--- src/rtl/dp_pkg.sv ---
package dp_pkg;
  // Sequencer phases: waiting, streaming the row out, draining the pipe.
  typedef enum logic [1:0] {
    SEQ_IDLE  = 2'd0,
    SEQ_READ  = 2'd1,
    SEQ_DRAIN = 2'd2
  } seq_state_e;

  // Edges between the last row read and the done strobe
  // (multiply, tree level 1, tree level 2, accumulate, result register).
  localparam int TAIL_EDGES = 5;
endpackage

--- src/rtl/dp_row_mem.sv ---
module dp_row_mem #(
  parameter int WORD_W = 32,
  parameter int DEPTH  = 128,
  parameter int ADDR_W = $clog2(DEPTH)
) (
  input  logic              clk,
  input  logic              wr_en,
  input  logic [ADDR_W-1:0] wr_addr,
  input  logic [WORD_W-1:0] wr_data,
  input  logic              rd_en,
  input  logic [ADDR_W-1:0] rd_addr,
  output logic [WORD_W-1:0] rd_data
);
  logic [WORD_W-1:0] store [DEPTH];

  always_ff @(posedge clk) begin
    if (wr_en) store[wr_addr] <= wr_data;
  end

  always_ff @(posedge clk) begin
    if (rd_en) rd_data <= store[rd_addr];
  end
endmodule

--- src/rtl/dp_seq.sv ---
module dp_seq
  import dp_pkg::*;
#(
  parameter int BEATS  = 128,
  parameter int ADDR_W = $clog2(BEATS)
) (
  input  logic              clk,
  input  logic              rst,
  input  logic              start,
  input  logic              finish,
  output logic              busy,
  output logic              accept,
  output logic              rd_en,
  output logic [ADDR_W-1:0] rd_addr,
  output logic              rd_valid,
  output logic              rd_last
);
  seq_state_e        st;
  logic [ADDR_W-1:0] beat_cnt;
  logic              row_end;

  assign busy    = (st != SEQ_IDLE);
  assign accept  = start && (st == SEQ_IDLE);
  assign rd_en   = (st == SEQ_READ);
  assign rd_addr = beat_cnt;
  assign row_end = (beat_cnt == ADDR_W'(BEATS - 1));

  always_ff @(posedge clk) begin
    if (rst) begin
      st       <= SEQ_IDLE;
      beat_cnt <= '0;
      rd_valid <= 1'b0;
      rd_last  <= 1'b0;
    end else begin
      rd_valid <= rd_en;
      rd_last  <= rd_en && row_end;
      case (st)
        SEQ_IDLE: begin
          beat_cnt <= '0;
          if (start) st <= SEQ_READ;
        end
        SEQ_READ: begin
          beat_cnt <= beat_cnt + 1'b1;
          if (row_end) st <= SEQ_DRAIN;
        end
        SEQ_DRAIN: begin
          if (finish) st <= SEQ_IDLE;
        end
        default: st <= SEQ_IDLE;
      endcase
    end
  end
endmodule

--- src/rtl/dp_mac_tree.sv ---
module dp_mac_tree #(
  parameter int ELEM_W = 4,
  parameter int LANES  = 8,
  parameter int PROD_W = 2 * ELEM_W,
  parameter int SUM_W  = PROD_W + $clog2(LANES)
) (
  input  logic                    clk,
  input  logic                    rst,
  input  logic                    in_valid,
  input  logic                    in_last,
  input  logic [LANES*ELEM_W-1:0] a_word,
  input  logic [LANES*ELEM_W-1:0] b_word,
  output logic                    out_valid,
  output logic                    out_last,
  output logic signed [SUM_W-1:0] out_sum
);
  localparam int PAIRS  = LANES / 2;
  localparam int PAIR_W = PROD_W + 1;

  logic [LANES*PROD_W-1:0] prod_d, prod_q;
  logic [PAIRS*PAIR_W-1:0] pair_d, pair_q;
  logic [PAIRS*SUM_W-1:0]  pair_ext;
  logic signed [SUM_W-1:0] total_d;
  logic                    v_mul, v_pair, l_mul, l_pair;

  // Stage: one signed multiplier per lane.
  for (genvar ln = 0; ln < LANES; ln++) begin : g_lane
    logic [ELEM_W-1:0]        a_raw, b_raw;
    logic signed [PROD_W-1:0] a_ext, b_ext, prod;
    assign a_raw = a_word[ln*ELEM_W +: ELEM_W];
    assign b_raw = b_word[ln*ELEM_W +: ELEM_W];
    assign a_ext = {{(PROD_W-ELEM_W){a_raw[ELEM_W-1]}}, a_raw};
    assign b_ext = {{(PROD_W-ELEM_W){b_raw[ELEM_W-1]}}, b_raw};
    assign prod  = a_ext * b_ext;
    assign prod_d[ln*PROD_W +: PROD_W] = prod;
  end

  // Tree level 1: neighbouring lanes summed in pairs.
  for (genvar pr = 0; pr < PAIRS; pr++) begin : g_pair
    logic [PROD_W-1:0]        lo_raw, hi_raw;
    logic signed [PAIR_W-1:0] lo_ext, hi_ext;
    logic [PAIR_W-1:0]        pq;
    assign lo_raw = prod_q[(2*pr)*PROD_W +: PROD_W];
    assign hi_raw = prod_q[(2*pr+1)*PROD_W +: PROD_W];
    assign lo_ext = {lo_raw[PROD_W-1], lo_raw};
    assign hi_ext = {hi_raw[PROD_W-1], hi_raw};
    assign pair_d[pr*PAIR_W +: PAIR_W] = lo_ext + hi_ext;
    assign pq = pair_q[pr*PAIR_W +: PAIR_W];
    assign pair_ext[pr*SUM_W +: SUM_W] = {{(SUM_W-PAIR_W){pq[PAIR_W-1]}}, pq};
  end

  // Tree level 2: all pair sums folded into one beat sum.
  always_comb begin
    total_d = '0;
    for (int pr = 0; pr < PAIRS; pr++) begin
      total_d = total_d + $signed(pair_ext[pr*SUM_W +: SUM_W]);
    end
  end

  always_ff @(posedge clk) begin
    prod_q  <= prod_d;
    pair_q  <= pair_d;
    out_sum <= total_d;
  end

  always_ff @(posedge clk) begin
    if (rst) begin
      v_mul     <= 1'b0;
      v_pair    <= 1'b0;
      out_valid <= 1'b0;
      l_mul     <= 1'b0;
      l_pair    <= 1'b0;
      out_last  <= 1'b0;
    end else begin
      v_mul     <= in_valid;
      v_pair    <= v_mul;
      out_valid <= v_pair;
      l_mul     <= in_valid && in_last;
      l_pair    <= l_mul;
      out_last  <= l_pair;
    end
  end
endmodule

--- src/rtl/dotprod_row_engine.sv ---
module dotprod_row_engine
  import dp_pkg::*;
#(
  parameter int ELEM_W  = 4,
  parameter int LANES   = 8,
  parameter int ROW_LEN = 1024,
  parameter int ADDR_W  = $clog2(ROW_LEN / LANES),
  parameter int ACC_W   = 2 * ELEM_W + $clog2(ROW_LEN) + 1
) (
  input  logic                    clk,
  input  logic                    rst,
  input  logic                    wr_en,
  input  logic [ADDR_W-1:0]       wr_addr,
  input  logic [LANES*ELEM_W-1:0] wr_data,
  input  logic                    start,
  input  logic [LANES*ELEM_W-1:0] vec_data,
  output logic                    done,
  output logic signed [ACC_W-1:0] result
);
  localparam int BEATS  = ROW_LEN / LANES;
  localparam int WORD_W = LANES * ELEM_W;
  localparam int PROD_W = 2 * ELEM_W;
  localparam int SUM_W  = PROD_W + $clog2(LANES);
  localparam int LAT    = BEATS + TAIL_EDGES;

  logic              busy, accept, rd_en, rd_valid, rd_last;
  logic [ADDR_W-1:0] rd_addr;
  logic [WORD_W-1:0] row_word, vec_q;
  logic              tree_valid, tree_last;
  logic signed [SUM_W-1:0] tree_sum;
  logic signed [ACC_W-1:0] acc, tree_ext;
  logic              acc_last;

  dp_seq #(.BEATS(BEATS), .ADDR_W(ADDR_W)) u_seq (
    .clk(clk), .rst(rst), .start(start), .finish(acc_last),
    .busy(busy), .accept(accept), .rd_en(rd_en), .rd_addr(rd_addr),
    .rd_valid(rd_valid), .rd_last(rd_last)
  );

  dp_row_mem #(.WORD_W(WORD_W), .DEPTH(BEATS), .ADDR_W(ADDR_W)) u_mem (
    .clk(clk), .wr_en(wr_en), .wr_addr(wr_addr), .wr_data(wr_data),
    .rd_en(rd_en), .rd_addr(rd_addr), .rd_data(row_word)
  );

  // Vector beat captured on the same edge as the matching row word.
  always_ff @(posedge clk) begin
    if (rd_en) vec_q <= vec_data;
  end

  dp_mac_tree #(.ELEM_W(ELEM_W), .LANES(LANES), .PROD_W(PROD_W), .SUM_W(SUM_W)) u_tree (
    .clk(clk), .rst(rst), .in_valid(rd_valid), .in_last(rd_last),
    .a_word(row_word), .b_word(vec_q),
    .out_valid(tree_valid), .out_last(tree_last), .out_sum(tree_sum)
  );

  assign tree_ext = {{(ACC_W-SUM_W){tree_sum[SUM_W-1]}}, tree_sum};

  always_ff @(posedge clk) begin
    if (rst) begin
      acc      <= '0;
      acc_last <= 1'b0;
      done     <= 1'b0;
      result   <= '0;
    end else begin
      if (accept)          acc <= '0;
      else if (tree_valid) acc <= acc + tree_ext;
      acc_last <= tree_valid && tree_last;
      done     <= acc_last;
      if (acc_last) result <= acc;
    end
  end
endmodule

--- config.mk ---
export PLATFORM = sky130hd
export DESIGN_NAME = dotprod_row_engine
export DESIGN_NICKNAME = d
export VERILOG_FILES = /design/src/rtl/dp_pkg.sv /design/src/rtl/dp_row_mem.sv /design/src/rtl/dp_seq.sv /design/src/rtl/dp_mac_tree.sv /design/src/rtl/dotprod_row_engine.sv
export SDC_FILE = /design/constraint.sdc
export NUM_CORES = 2
export LEC_CHECK = 0
export BUFFER_PORTS_ARGS = -buffer_cell sky130_fd_sc_hd__buf_4
export CORE_ASPECT_RATIO = 0.75
export CORE_MARGIN = 2
export CORE_UTILIZATION = 57
export DETAILED_ROUTE_END_ITERATION = 8
export GPL_TIMING_DRIVEN = 0
export PLACE_DENSITY = 0.76
export SYNTH_ARGS = -nofsm -noshare
export SYNTH_HDL_FRONTEND = slang
export SYNTH_HIERARCHICAL = 1
export SYNTH_SLANG_ARGS = --single-unit
--- constraint.sdc ---
create_clock -name clk -period 3.76 [get_ports clk]
set_input_delay 0.752 -clock clk [delete_from_list [all_inputs] [get_ports clk]]
set_output_delay 0.752 -clock clk [all_outputs]
set_load 0.005 [all_outputs]
==> impl_summary.log <==
[metrics] Initial DRC Count: 15400
[metrics] layout cell share with drive strength beyond 1: 0.323
[metrics] number of failing setup endpoints in the final timing report: 57
[metrics] floorplan die height: between 400 and 500 µm
[metrics] synthesized-area fraction occupied by ao, oa, aoi and oai cells: 0.00634
[metrics] vias in the first global route: about 84000
[metrics] clock tree from TritonCTS: yes
[metrics] count of cell types in the netlist: 70
[metrics] largest family of logic cells by synthesized area: multiplexers
[metrics] weighted congestion reported at the end of routability-driven placement: 0.908
[metrics] failing checks: setup timing
[metrics] antenna-violating nets left: 0
[metrics] CTS H-Tree Depth: 5
[metrics] Worst setup EP type: flip-flop
[metrics] Worst Setup Slack, final: -0.121 ns
[metrics] kind of start point of the critical path: flip-flop
[metrics] capture instance of the worst register-to-register path: u_mem/rd_data[30]
[metrics] per-cell via count in the routed design: around 7
[metrics] kind of critical path: reg2reg
[metrics] startpoint of the lowest-slack hold path: vec_data[27]
[metrics] proportion of synthesized area in mux cells: 0.183
[metrics] worst clock skew: 0.0577 ns
[metrics] total congestion overflow: 0
[metrics] Final Critical Period: 3.88 ns
[metrics] Required @ worst endpoint: 4.36 ns
[metrics] average routed wire per standard cell: between 30 and 40 µm
[metrics] clock network latency to the later pin of the worst-skew pair: between 0.9 and 1 ns
[metrics] port bufs: 90
[metrics] Worst Max-Slew Pin Slew: 1.45 ns
[metrics] CTS sink cnt: between 4000 and 5000
[metrics] Layout Cell Area excl Fill: around 0.19 mm²
[metrics] first-pass GRT wire length: 666000 µm
[metrics] number of rows created at floorplan: about 170
[metrics] maximum capacitance violations: 0
[metrics] largest net degree at the start of global routing: ~130
[metrics] # DRC: 0
[metrics] Die Width: between 600 and 700 µm
[metrics] synthesis warning total: 6
[metrics] Max Root-Sink Buffers: 4
[metrics] final hold slack: 0.0466 ns
[metrics] cell leakage power: ~60 nW
[metrics] Placed Cells incl. Taps: about 11000
[metrics] number of antenna violations at the first check in global routing: 78
[metrics] final worst-path cycle share: 1.03
[metrics] final hold violation count: 0
[metrics] overall power after layout: roughly 0.10 W
[metrics] GRT Total Usage: 0.320
[metrics] post-placement cell area: about 0.18 mm²
[metrics] count of vias placed by the detailed router: 86200
[metrics] Min-Delay Path Class: in2reg
[metrics] Final Slew Violations: 0
[metrics] Clk Tree Root Cell: clkbuf_16
[metrics] CTS buffer count: roughly 390
[metrics] Worst Path Arrival: around 4.5 ns
[metrics] worst slew margin relative to its limit: 0.0326
[metrics] placed wire-length estimate: 287000 µm
[metrics] synthesis-to-finish area growth: 15.0%
[metrics] Filler Cell Count: 17600
[metrics] count of non-filler cells in the finished layout: between 10000 and 15000
[metrics] full die area: around 0.30 mm²
[metrics] leading register cell type out of synthesis: edfxtp_1
[metrics] post-layout net count: 8249
[metrics] unrepaired setup endpoints after global routing: yes
[metrics] Syn Nets: 7558
[metrics] sequential area share after synthesis: 0.757
[metrics] Fmax achieved: between 0.2 and 0.3 GHz
[metrics] Peak VDD IR: between 0.0007 and 0.0008 V
[metrics] average cell area after synthesis: about 23 µm²
[metrics] result of the run: finished with violations
[metrics] count of TritonRoute iterations in the first routing pass: 7
[metrics] core area: slightly below 0.3 mm²
[metrics] critical-path maximum fanout: 10
[metrics] effective utilization at floorplan: 0.572
[metrics] reg2reg setup slack: -0.12 ns
[metrics] fraction of registers with async set or reset after synthesis: 0
[metrics] register bit total from synthesis: ~4300
[metrics] post-synthesis xor/xnor area fraction: 0.00522
[metrics] Endpoint, Worst Hold: vec_q[27]
[metrics] length in cells of the worst reg-to-reg path: 6
[metrics] Pwr Density: 535 mW/mm²
[metrics] Post-Syn Instances: roughly 7200
[metrics] hold depth: 1
[metrics] Post-synth EDFFs: between 4000 and 5000
[metrics] worst flop-to-flop path startpoint: u_seq/rd_addr[4]
[metrics] WL final: approximately 490000 µm
[metrics] clock slew at reported path FFs: 0.06 ns
[metrics] post-synthesis instance area: between 0.15 and 0.2 mm²
[metrics] number of I/O pins: 95
[metrics] area share of fa/ha/maj cells after synthesis: 0.0229
[metrics] synthesized-area fraction occupied by and/or/nand/nor cells: 0.0132
cells by family after synthesis:
kind of cell	count (synthesis)
flip-flops	4328
multiplexers	1411
buffers and inverters	525
AND/OR/NAND/NOR	458
adder cells (fa/ha/maj)	253
AO/OA/AOI/OAI	154
XOR/XNOR	101
layer usage:
metal	global-route usage	up-vias	share of wire
li1	-	31900	-
met1	0.441	45300	0.34
met2	0.469	7821	0.45
met3	0.126	1158	0.16
met4	0.120	48	0.045
met5	0.00175	-	0.00090
cell usage in the layout, fill, tap and decap left out, types with 29 or more instances in the layout:
master / netlist / layout
edfxtp_1: 4160 / 4160
nor2b_1: 37 / 37
buf_16: 0 / 96
buf_4: 3 / 98
nor2_1: 196 / 77
clkbuf_4: 0 / 50
ha_1: 157 / 157
nand2_1: 59 / 59
clkinv_1: 0 / 83
a21oi_1: 41 / 41
inv_1: 198 / 197
clkbuf_1: 186 / 101
clkinv_2: 0 / 79
bufinv_16: 0 / 54
clkbuf_2: 0 / 77
dfxtp_1: 168 / 166
clkbuf_16: 0 / 399
xnor2_1: 87 / 87
nor2_4: 1 / 120
buf_6: 5 / 82
and2_1: 73 / 73
fa_1: 96 / 96
mux2i_1: 29 / 29
mux4_2: 1344 / 1344
diode_2: 0 / 38
buf_12: 0 / 84
metrics by stage:
stage / setup TNS [ns] / utilization / setup slack, ns
floorplan: -20.98 / - / -0.231
global placement: -6894.30 / 0.591 / -3.18
detailed placement: -237.73 / 0.606 / -1.60
CTS: -0.0694 / 0.654 / -0.0231
global route: -0.134 / 0.658 / -0.0320
finish: -2.48 / 0.658 / -0.121
flip-flops by register name, indices dropped and copies added, names as in the netlist, 11 cells and up:
name            cells
result             19
u_mem/store      4096
u_tree/pair_q      36
u_tree/prod_q      64
vec_q              32
acc                19
u_tree/out_sum     11
u_mem/rd_data      32
layout make-up:
| cell class | count | area [µm²] | share of cell area |
|---|---|---|---|
| repair buffers | 304 | 5360 | 0.0275 |
| multi-input cells | 2377 | 40100 | 0.206 |
| flip-flops and latches | 4328 | 128000 | 0.658 |
| plain buffers | 327 | 2600 | 0.0133 |
| well taps | 3937 | 4930 | 0.0253 |
| clock inverters | 250 | 2630 | 0.0135 |
| inverters | 198 | 743 | 0.00381 |
| diodes | 38 | 95.1 | 0.000488 |
| clock buffers | 452 | 10100 | 0.0520 |
worst max path at each step:
stage / start / endpoint / slack [ns] / cells past startpoint
after floorplan: wr_en / u_mem/store[98][0] / -0.23 / 3
after detailed placement: u_seq/rd_addr[2] / u_mem/rd_data[0] / -1.60 / 8
after global placement: wr_addr[3] / u_mem/store[102][17] / -3.18 / 4
after CTS: u_seq/rd_addr[0] / u_mem/rd_data[4] / -0.02 / 8
final: u_seq/rd_addr[4] / u_mem/rd_data[30] / -0.12 / 6
after global routing: u_seq/rd_addr[0] / u_mem/rd_data[19] / -0.03 / 8
what timing repair did:
item                       4_1_cts  5_1_grt
gates cloned                     1        0
hold buffers                    25        0
setup endpoints to repair       32       31
setup buffers                    3        0
resized for setup              479       93
hold endpoints to repair        25        0
cell usage after synthesis (all sizes together) (3+ instances only):
master     n  area [µm²]
a211oi     6        55.1
a21o      27         203
a21oi     51         308
a31oi      5        31.3
and2      74         464
and3       8        56.3
buf      141         679
clkbuf   186         698
dfxtp    168        3360
edfxtp  4160      125000
fa        96        1920
ha       157        1960
inv      198         743
mux2      38         428
mux2i     29         290
mux4    1344       30300
nand2     59         221
nand2b    15        93.8
nand3     22         115
nand4      8        56.3
nor2     197         747
nor2b     37         231
nor3      19         100
nor4       3        18.8
o21a       7        52.6
o21ai     26         141
o21bai     8        60.1
o221ai     3        26.3
o22ai      4        25.0
o31a       4        35.0
o41ai      3        26.3
xnor2     87         762
xor2      14         123
critical path, cell delays in order (launching register included):
cell      delay, ns
dfxtp_1        0.64
clkbuf_2       0.44
buf_12         0.25
clkbuf_2       0.70
mux4_2         0.54
mux4_2         0.53
mux2_2         0.43
power by group:
| group | switching (W) | internal, W | total (W) |
|---|---|---|---|
| logic | 0.00558 | 0.00395 | 0.00953 |
| clock network | 0.0178 | 0.0230 | 0.0408 |
| registers | 0.000329 | 0.0536 | 0.0539 |
Power figures use the tool's default switching activity.
